[src/rtl/cfifo_pkg.sv]
package cfifo_pkg;
  typedef enum logic {SOLO = 1'b0, CHAIN = 1'b1} mode_e;
  localparam int TOK_WR = 0;
  localparam int TOK_RD = 1;
endpackage

[src/rtl/cfifo_mem.sv]
module cfifo_mem #(
  parameter int DW = 9,
  parameter int DEPTH = 8,
  localparam int AW = $clog2(DEPTH)
) (
  input  logic          clk_i,
  input  logic          we_i,
  input  logic [AW-1:0] waddr_i,
  input  logic [DW-1:0] wdata_i,
  input  logic          re_i,
  input  logic [AW-1:0] raddr_i,
  output logic [DW-1:0] rdata_o
);
  logic [DW-1:0] mem_q [DEPTH];

  always_ff @(posedge clk_i) begin
    if (we_i) mem_q[waddr_i] <= wdata_i;
    if (re_i) rdata_o <= mem_q[raddr_i];
  end
endmodule

[src/rtl/cfifo_ptr.sv]
module cfifo_ptr #(
  parameter int DEPTH = 8,
  localparam int AW = $clog2(DEPTH)
) (
  input  logic          clk_i,
  input  logic          rst_ni,
  input  logic          adv_i,
  input  logic          clr_i,
  output logic [AW-1:0] ptr_o,
  output logic          wrap_o
);
  localparam logic [AW-1:0] LAST = AW'(DEPTH - 1);

  always_ff @(posedge clk_i or negedge rst_ni) begin
    if (!rst_ni)     ptr_o <= '0;
    else if (clr_i)  ptr_o <= '0;
    else if (adv_i)  ptr_o <= (ptr_o == LAST) ? '0 : ptr_o + 1'b1;
  end

  assign wrap_o = adv_i & ~clr_i & (ptr_o == LAST);

  AST_PTR_CLEAR: assert property (@(posedge clk_i) disable iff (!rst_ni)
    clr_i |=> (ptr_o == '0));
  AST_PTR_HOLD: assert property (@(posedge clk_i) disable iff (!rst_ni)
    (!adv_i && !clr_i) |=> $stable(ptr_o));
endmodule

[src/rtl/cfifo_token.sv]
module cfifo_token (
  input  logic clk_i,
  input  logic rst_ni,
  input  logic master_i,
  input  logic pass_i,
  input  logic take_i,
  output logic has_o
);
  logic boot_q, tok_q;

  // first cycle after reset takes the role from the strap
  assign has_o = boot_q ? master_i : tok_q;

  always_ff @(posedge clk_i or negedge rst_ni) begin
    if (!rst_ni) begin
      boot_q <= 1'b1;
      tok_q  <= 1'b0;
    end else begin
      boot_q <= 1'b0;
      tok_q  <= (has_o & ~pass_i) | take_i;
    end
  end

  AST_PASS_FROM_HOLDER: assert property (@(posedge clk_i) disable iff (!rst_ni)
    pass_i |-> has_o);
  AST_TOKEN_RELEASED: assert property (@(posedge clk_i) disable iff (!rst_ni)
    (pass_i && !take_i) |=> !has_o);
endmodule

[src/rtl/cascade_fifo.sv]
module cascade_fifo #(
  parameter cfifo_pkg::mode_e MODE = cfifo_pkg::SOLO,
  parameter int DW = 9,
  parameter int DEPTH = 8
) (
  input  logic          clk_i,
  input  logic          rst_ni,
  input  logic          wr_i,
  input  logic [DW-1:0] wdata_i,
  input  logic          rd_i,
  output logic [DW-1:0] rdata_o,
  input  logic          role_rt_i,
  input  logic [1:0]    chain_in_i,
  output logic [1:0]    chain_out_o,
  output logic          empty_o,
  output logic          full_o
);
  import cfifo_pkg::*;
  localparam int AW = $clog2(DEPTH);
  localparam int CW = AW + 1;
  localparam bit CH = (MODE == CHAIN);

  logic [AW-1:0] wptr, rptr;
  logic [CW-1:0] cnt_q, cnt_rt;
  logic [DW-1:0] mem_rd;
  logic          has_w, has_r, wwrap, rwrap, wr_ok, rd_ok;
  logic          full_l, empty_l, rt, master, hf, drove_q;

  assign master  = CH ? ~role_rt_i : 1'b1;
  assign rt      = ~CH & role_rt_i;
  assign full_l  = (cnt_q == CW'(DEPTH));
  assign empty_l = (cnt_q == '0);
  assign wr_ok   = wr_i & has_w & ~full_l & ~rt;
  assign rd_ok   = rd_i & has_r & ~empty_l & ~rt;
  assign hf      = (cnt_q > CW'(DEPTH / 2));
  assign cnt_rt  = (wptr == '0 && full_l) ? CW'(DEPTH) : {1'b0, wptr};

  cfifo_ptr #(.DEPTH(DEPTH)) u_wptr (
    .clk_i, .rst_ni, .adv_i(wr_ok), .clr_i(1'b0), .ptr_o(wptr), .wrap_o(wwrap));
  cfifo_ptr #(.DEPTH(DEPTH)) u_rptr (
    .clk_i, .rst_ni, .adv_i(rd_ok), .clr_i(rt), .ptr_o(rptr), .wrap_o(rwrap));

  cfifo_token u_wtok (
    .clk_i, .rst_ni, .master_i(master), .pass_i(CH & wwrap),
    .take_i(CH & chain_in_i[TOK_WR]), .has_o(has_w));
  cfifo_token u_rtok (
    .clk_i, .rst_ni, .master_i(master), .pass_i(CH & rwrap),
    .take_i(CH & chain_in_i[TOK_RD]), .has_o(has_r));

  cfifo_mem #(.DW(DW), .DEPTH(DEPTH)) u_mem (
    .clk_i, .we_i(wr_ok), .waddr_i(wptr), .wdata_i,
    .re_i(rd_ok), .raddr_i(rptr), .rdata_o(mem_rd));

  always_ff @(posedge clk_i or negedge rst_ni) begin
    if (!rst_ni) begin
      cnt_q   <= '0;
      drove_q <= 1'b0;
    end else begin
      if (rt) cnt_q <= cnt_rt;
      else    cnt_q <= cnt_q + CW'(wr_ok) - CW'(rd_ok);
      if (rd_ok)              drove_q <= 1'b1;
      else if (rd_i & ~has_r) drove_q <= 1'b0;
    end
  end

  assign rdata_o = drove_q ? mem_rd : '0;
  assign empty_o = has_r & empty_l;
  assign full_o  = has_w & full_l;

  generate
    if (CH) begin : g_chain
      assign chain_out_o = {rwrap, wwrap};
    end else begin : g_solo
      assign chain_out_o = {1'b0, hf};
    end
  endgenerate

  AST_NO_OVERFLOW: assert property (@(posedge clk_i) disable iff (!rst_ni)
    cnt_q <= CW'(DEPTH));
  AST_FULL_WRITE_DROPPED: assert property (@(posedge clk_i) disable iff (!rst_ni)
    (wr_i && full_l) |=> $stable(wptr));
  AST_EMPTY_READ_DROPPED: assert property (@(posedge clk_i) disable iff (!rst_ni)
    (rd_i && empty_l && !rt) |=> $stable(rptr));
  AST_RETX_KEEPS_WPTR: assert property (@(posedge clk_i) disable iff (!rst_ni)
    rt |=> $stable(wptr));
endmodule

[config.mk]
export PLATFORM = sky130hd
export DESIGN_NAME = cascade_fifo
export DESIGN_NICKNAME = d
export VERILOG_FILES = /design/src/rtl/cfifo_pkg.sv /design/src/rtl/cfifo_mem.sv /design/src/rtl/cfifo_ptr.sv /design/src/rtl/cfifo_token.sv /design/src/rtl/cascade_fifo.sv
export SDC_FILE = /design/constraint.sdc
export NUM_CORES = 1
export LEC_CHECK = 0
export ABC_AREA = 1
export BUFFER_PORTS_ARGS = -buffer_cell sky130_fd_sc_hd__buf_2
export CAP_MARGIN = 15
export CORE_MARGIN = 2
export CORE_UTILIZATION = 50
export CTS_CLUSTER_DIAMETER = 120
export DETAILED_ROUTE_END_ITERATION = 16
export HOLD_SLACK_MARGIN = 0.08
export PLACE_DENSITY_LB_ADDON = 0.12
export SLEW_MARGIN = 40
export SYNTH_ARGS = -nofsm -noshare
export SYNTH_HDL_FRONTEND = slang
export SYNTH_SLANG_ARGS = --single-unit
[constraint.sdc]
create_clock -name clk_i -period 2.8 [get_ports clk_i]
set_clock_uncertainty 0.15 [all_clocks]
set_input_delay 0.7 -clock clk_i [delete_from_list [all_inputs] [get_ports clk_i]]
set_output_delay 0.7 -clock clk_i [all_outputs]
set_load 0.03 [all_outputs]
# [After elaboration in Yosys (flattened, before gate mapping)]
# Memories as Yosys holds them, arrays and structs flattened. A register that Yosys moved wholly into a read port is not among the register bits.
# Cells that the tools add are included.
[op_classes] muxes=13 n_reduce_logical=5 order_cmp=1 eq_ne=3 n_bitwise=13 add_sub_neg=4
[ops] op="two-way mux 3 bit" count=4
[ops] op="bitwise AND 1 bit" count=9
[ops] op="two-way mux 9 bit" count=1
[ops] op="two-way mux 4 bit" count=2
[ops] op="adder 3 x 1 -> 3 bit, second input constant" count=2
[ops] op="equality test 3 bit, second input constant" count=2
[ops] op="two-way mux 1 bit" count=6
[ops] op="adder 4 x 1 -> 4 bit" count=1
[ops] op="equality test 4 bit, second input constant" count=1
[ops] op="> comparator 4 x 3 -> 1 bit, second input constant" count=1
[ops] op="zero test 4 bit" count=1
[ops] op="inverter 1 bit" count=4
[ops] op="nonzero test 2 bit" count=2
[ops] op="subtractor 4 x 1 -> 4 bit" count=1
[ops] op="zero test 3 bit" count=1
[ops] op="logical AND 1 bit" count=1
[totals] out_inout_bits=13 word_cells=47 memories=1 ff_bits=14 ram_bits=72
[mem_list] memory="u_mem.mem_q" depth=8 width=9 read_ports=1 rd_clocked_by_memory_dff=1 write_ports=1 line="cfifo_mem.sv:14" source="logic [DW-1:0] mem_q [DEPTH];"

# [Longest topological paths before layout]
[logic_depth] depth_word=7 depth_mapped=13 ltp_nobuf=13

# [Modules after synthesis]
# A second synthesis with hierarchy kept.
[unflattened] cells_unflattened=486 hier_area_um2=4576.9
[modules_own_cells] module="cfifo_mem" seq_area_each_um2=2432.3 area_each_um2=3498.4 instances=1 cells_each=337
[modules_own_cells] module="cascade_fifo" seq_area_each_um2=125.1 area_each_um2=560.5 instances=1 cells_each=83
[modules_own_cells] module="cfifo_ptr" seq_area_each_um2=75.1 area_each_um2=162.7 instances=2 cells_each=20
[modules_own_cells] module="cfifo_token" seq_area_each_um2=51.3 area_each_um2=96.3 instances=2 cells_each=13

# [Least setup slack after synthesis]
# Ideal clock, no wire load.
[synth_path] path_kind="input-to-reg" start="input port rd_i" end="register cnt_q[2]" n_path_buf=0 path_stages=11 arrival_ns=2.383 path_slack_ns=0.184 t_required_ns=2.567 path_cell_list="inv_1 nor2_1 nand3_1 inv_1 ha_1 inv_1 ha_1 inv_1 fa_1 xor2_1 o21ai_0"
[synth_via] elab_chain_len=5
[synth_lines] element="from (decl)" line="cascade_fifo.sv:10" source="input logic rd_i,"
[synth_lines] element="bitwise AND 1 bit (3 in a row)" line="cascade_fifo.sv:34" source="assign rd_ok = rd_i & has_r & ~empty_l & ~rt;"
[synth_lines] element="via rd_ok" line="cascade_fifo.sv:26" source="logic has_w, has_r, wwrap, rwrap, wr_ok, rd_ok;"
[synth_lines] element="subtractor 4 x 1 -> 4 bit" line="cascade_fifo.sv:60" source="else cnt_q <= cnt_q + CW'(wr_ok) - CW'(rd_ok);"
[synth_lines] element="two-way mux 4 bit" line="cascade_fifo.sv:59" source="if (rt) cnt_q <= cnt_rt;"
[synth_lines] element="to (signal assigned)" line="cascade_fifo.sv:59"
[synth_lines] element="to (signal assigned)" line="cascade_fifo.sv:60"
[synth_lines] element="to (decl)" line="cascade_fifo.sv:24" source="logic [CW-1:0] cnt_q, cnt_rt;"
# The timed path passes the listed nets, and every way through them passes these cells.
# A chain may end at the register's enable or synchronous reset.

# [Worst setup path after layout]
[layout_path] start="register cnt_q[1]" end="register cnt_q[2]"
[layout_lines] element="zero test 4 bit" line="cascade_fifo.sv:32" source="assign empty_l = (cnt_q == '0);"
[layout_lines] element="inverter 1 bit" line="cascade_fifo.sv:34"
[layout_lines] element="bitwise AND 1 bit (2 in a row)" line="cascade_fifo.sv:34"
[layout_lines] element="via rd_ok" line="cascade_fifo.sv:26"
[layout_lines] element="subtractor 4 x 1 -> 4 bit" line="cascade_fifo.sv:60"
[layout_lines] element="two-way mux 4 bit" line="cascade_fifo.sv:59"
# The timed path passes the listed nets, and every way through them passes these cells.

==> results.json <==
{
  "die_area_um2": 9570,
  "routed_wl_um": 7860,
  "arrival_ps": 2550,
  "register_area_um2": 2790,
  "dp_hpwl_um": 5120,
  "report.final.slew_viol_count": 0,
  "pwr_density_cell_nw_per_um2": 751,
  "ir_worst_vdd_mv": 0.378,
  "cts-root-buf": "clkbuf_8",
  "ys_seq_area_frac": 0.632,
  "placementRows": 34,
  "clock_sinks": 95,
  "clkPwrFrac": 0.225,
  "cts.clk_slew.worst_paths_ps": 90,
  "rr_startpoint": "cnt_q[1]",
  "drc": 0,
  "instances_no_fill": 605,
  "cp-start-kind": "flop",
  "yosysWarnings": 0,
  "place.gp.congestion": 0.749,
  "clock_path_buffers": 2,
  "max_cap_viol_count": 0,
  "leakage_nw": 2.18,
  "power_frac_seq": 0.497,
  "detail_route.first_pass.iterations": 4,
  "overflow": 0,
  "slowest_delay_ps": 440,
  "tritoncts": "built",
  "num_vias": 2800,
  "ff2ff_setup_slack_ps": 380,
  "path_max_fanout": 4,
  "syn_area_per_cell_um2": 9.68,
  "ys_ff_latch": 95,
  "fmax_mhz": 413,
  "endpoint": "cnt_q[2]",
  "fin_crit_ps": 2420,
  "multi_input_area_um2": 1260,
  "setup_viol": 0,
  "wire_per_inst_um": 13.0,
  "dp_cells": 588,
  "r2r-end": "cnt_q[2]",
  "numCtsBuffers": 9,
  "initial_core_util": 0.510,
  "internal_power_mw": 2.39,
  "grt_pass1_vias": 2600,
  "crit_path_cell_trace": "nor2_2 > nand2_1 > nand3_1 > inv_1 > ha_1 > inv_1 > ha_1 > inv_1 > fa_1 > xor2_1 > o21ai_0",
  "rsz0062_at_grt": "false",
  "num-nets-final": 520,
  "die_w_um": 97.8,
  "pwr-share-comb": 0.278,
  "switchingPower_mw": 1.27,
  "fillCellCount": 780,
  "hp-class": "reg -> reg",
  "antenna_found_initial": 0,
  "grt_pass1_wl_um": 12800,
  "synth_cell_types": 29,
  "htreeDepth": 3,
  "crit_path_end_kind": "flop",
  "cp_common_cell": "inv_1",
  "worst-r2r-cell-count": 11,
  "drive_gt1_frac": 0.147,
  "chipHeight_um": 97.8,
  "netlist_instances": 455,
  "grt_usage": 0.174,
  "core_area_um2": 8640,
  "fin_tns_setup_ps": 0,
  "drt_iter0_drc": 110,
  "netlist_area_um2": 4400,
  "startpoint": "cnt_q[1]",
  "critical_path_required_ps": 2930,
  "swShare": 0.347,
  "grt_max_degree": 51,
  "vias_per_cell": 4.63,
  "status": "finished clean",
  "finalCritPeriodShare": 0.864,
  "ant_nets": 0,
  "port_buffers": 25,
  "io_pins": 29,
  "clkLatencyLatePin_ps": 360,
  "crit_slowest_cell": "dfrtp_1",
  "diodes": 0,
  "critical_path_class": "reg -> reg",
  "hold_violations": 0,
  "areaGrowthSynthToFinish_pct": 10.7
}
cell type report:
type                       count  share of cell area
sequential                    95               0.572
multi-input combinational    280               0.260
timing repair buffer          42              0.0549
inverter                      64              0.0498
tap                          108              0.0277
clock buffer                  10              0.0262
clock inverter                 6              0.0103
critical path, delay by kind of cell, from the launching register on:
| family | cells | cell delay (ps) |
|---|---|---|
| fa+ha+maj | 3 | 800 |
| xor+xnor | 1 | 150 |
| buf+inv | 3 | 180 |
| flops | 1 | 440 |
| simple gates | 3 | 490 |
| compound gates | 1 | 130 |
routing by layer:
layer	GRT usage	up-vias	routed length [µm]
met1	0.236	1255	3650
li1	-	1483	-
met2	0.286	53	3770
met5	0	-	0
met3	0.0265	9	335
met4	0.0662	0	104
flip-flops by register name (all words and copies together) (netlist names):
name and cells:
cnt_q 4, drove_q 1, u_mem.mem_q 72, u_mem.rdata_o 9, u_rptr.ptr_o 3, u_rtok.tok_q 1
u_wptr.ptr_o 3, u_wtok.boot_q 1, u_wtok.tok_q 1
power groups by stage:
stage | Combinational [mW] | Sequential (mW) | Clock, mW
global route | 1.17 | 1.84 | 0.889
floorplan | 0.829 | 1.80 | 0
global placement | 1.01 | 1.85 | 0
detailed placement | 1.02 | 1.85 | 0
finish | 1.02 | 1.82 | 0.822
CTS | 1.03 | 1.82 | 0.844
stage by stage:
stage	hold slack (ps)	util	worst slack [ps]	power (mW)	area, µm²
6_report	329	0.564	381	3.66	4870
5_1_grt	354	0.564	140	3.90	4870
4_1_cts	341	0.564	348	3.70	4870
3_5_place_dp	319	0.543	192	2.88	4690
3_3_place_gp	305	0.543	221	2.85	4690
2_1_floorplan	254	-	184	2.63	4410
cell usage in the layout, fill, tap and decap left out, drive strengths merged:
cell and instances:
nor2 87, nand2 148, nand3 16, conb 2, or2 1, edfxtp 81, o21a 1, xor2 2
inv 66, dlygate4sd3 1, nand4 2, o21ai 7, fa 1, a21oi 2, dfrtp 13, ha 11
clkinv 2, clkinvlp 2, dfstp 1, clkbuf 10, buf 41
how the worst min path moves through the flow:
stage,cells after the start,end,startpoint
global route,2,u_rtok.tok_q,u_rtok.tok_q
CTS,2,u_rtok.tok_q,u_rtok.tok_q
global placement,2,u_rtok.tok_q,u_rtok.tok_q
finish,2,u_rtok.tok_q,u_rtok.tok_q
floorplan,0,cnt_q[0],rst_ni
detailed placement,2,u_rtok.tok_q,u_rtok.tok_q
cells in the mapped netlist, drive strengths merged:
cell / count / share of area
ha: 11 / 0.031
conb: 1 / 0.00085
nand4: 2 / 0.0028
fa: 1 / 0.0045
o21ai: 7 / 0.0088
nand3: 16 / 0.018
clkbuf: 3 / 0.0026
buf: 14 / 0.024
clkinv: 1 / 0.00085
or2: 1 / 0.0014
xor2: 2 / 0.0040
a21oi: 2 / 0.0023
o21a: 1 / 0.0017
dfrtp: 13 / 0.074
dfstp: 1 / 0.0060
nor2: 87 / 0.081
nand2: 148 / 0.13
edfxtp: 81 / 0.55
inv: 63 / 0.054
kinds of logic (layout without fill, tap and decap cells):
family / after synthesis / count (layout) / synth area share
AOI/OAI and AO/OA: 10 / 10 / 0.0128
buffers and inverters: 81 / 122 / 0.0813
other: 1 / 2 / 0.000852
DFF: 95 / 95 / 0.632
and+or+nand+nor: 254 / 254 / 0.233
xor gates and xnor gates: 2 / 2 / 0.00398
adders and majority gates: 12 / 12 / 0.0358
repair_timing:
item	in CTS	in global routing
hold endpoints to repair	9	0
hold buffers	1	0
setup endpoints to repair	0	0
resized for setup	0	0
buffers inserted	0	0
Note: power is estimated with default switching activity, not from simulation.
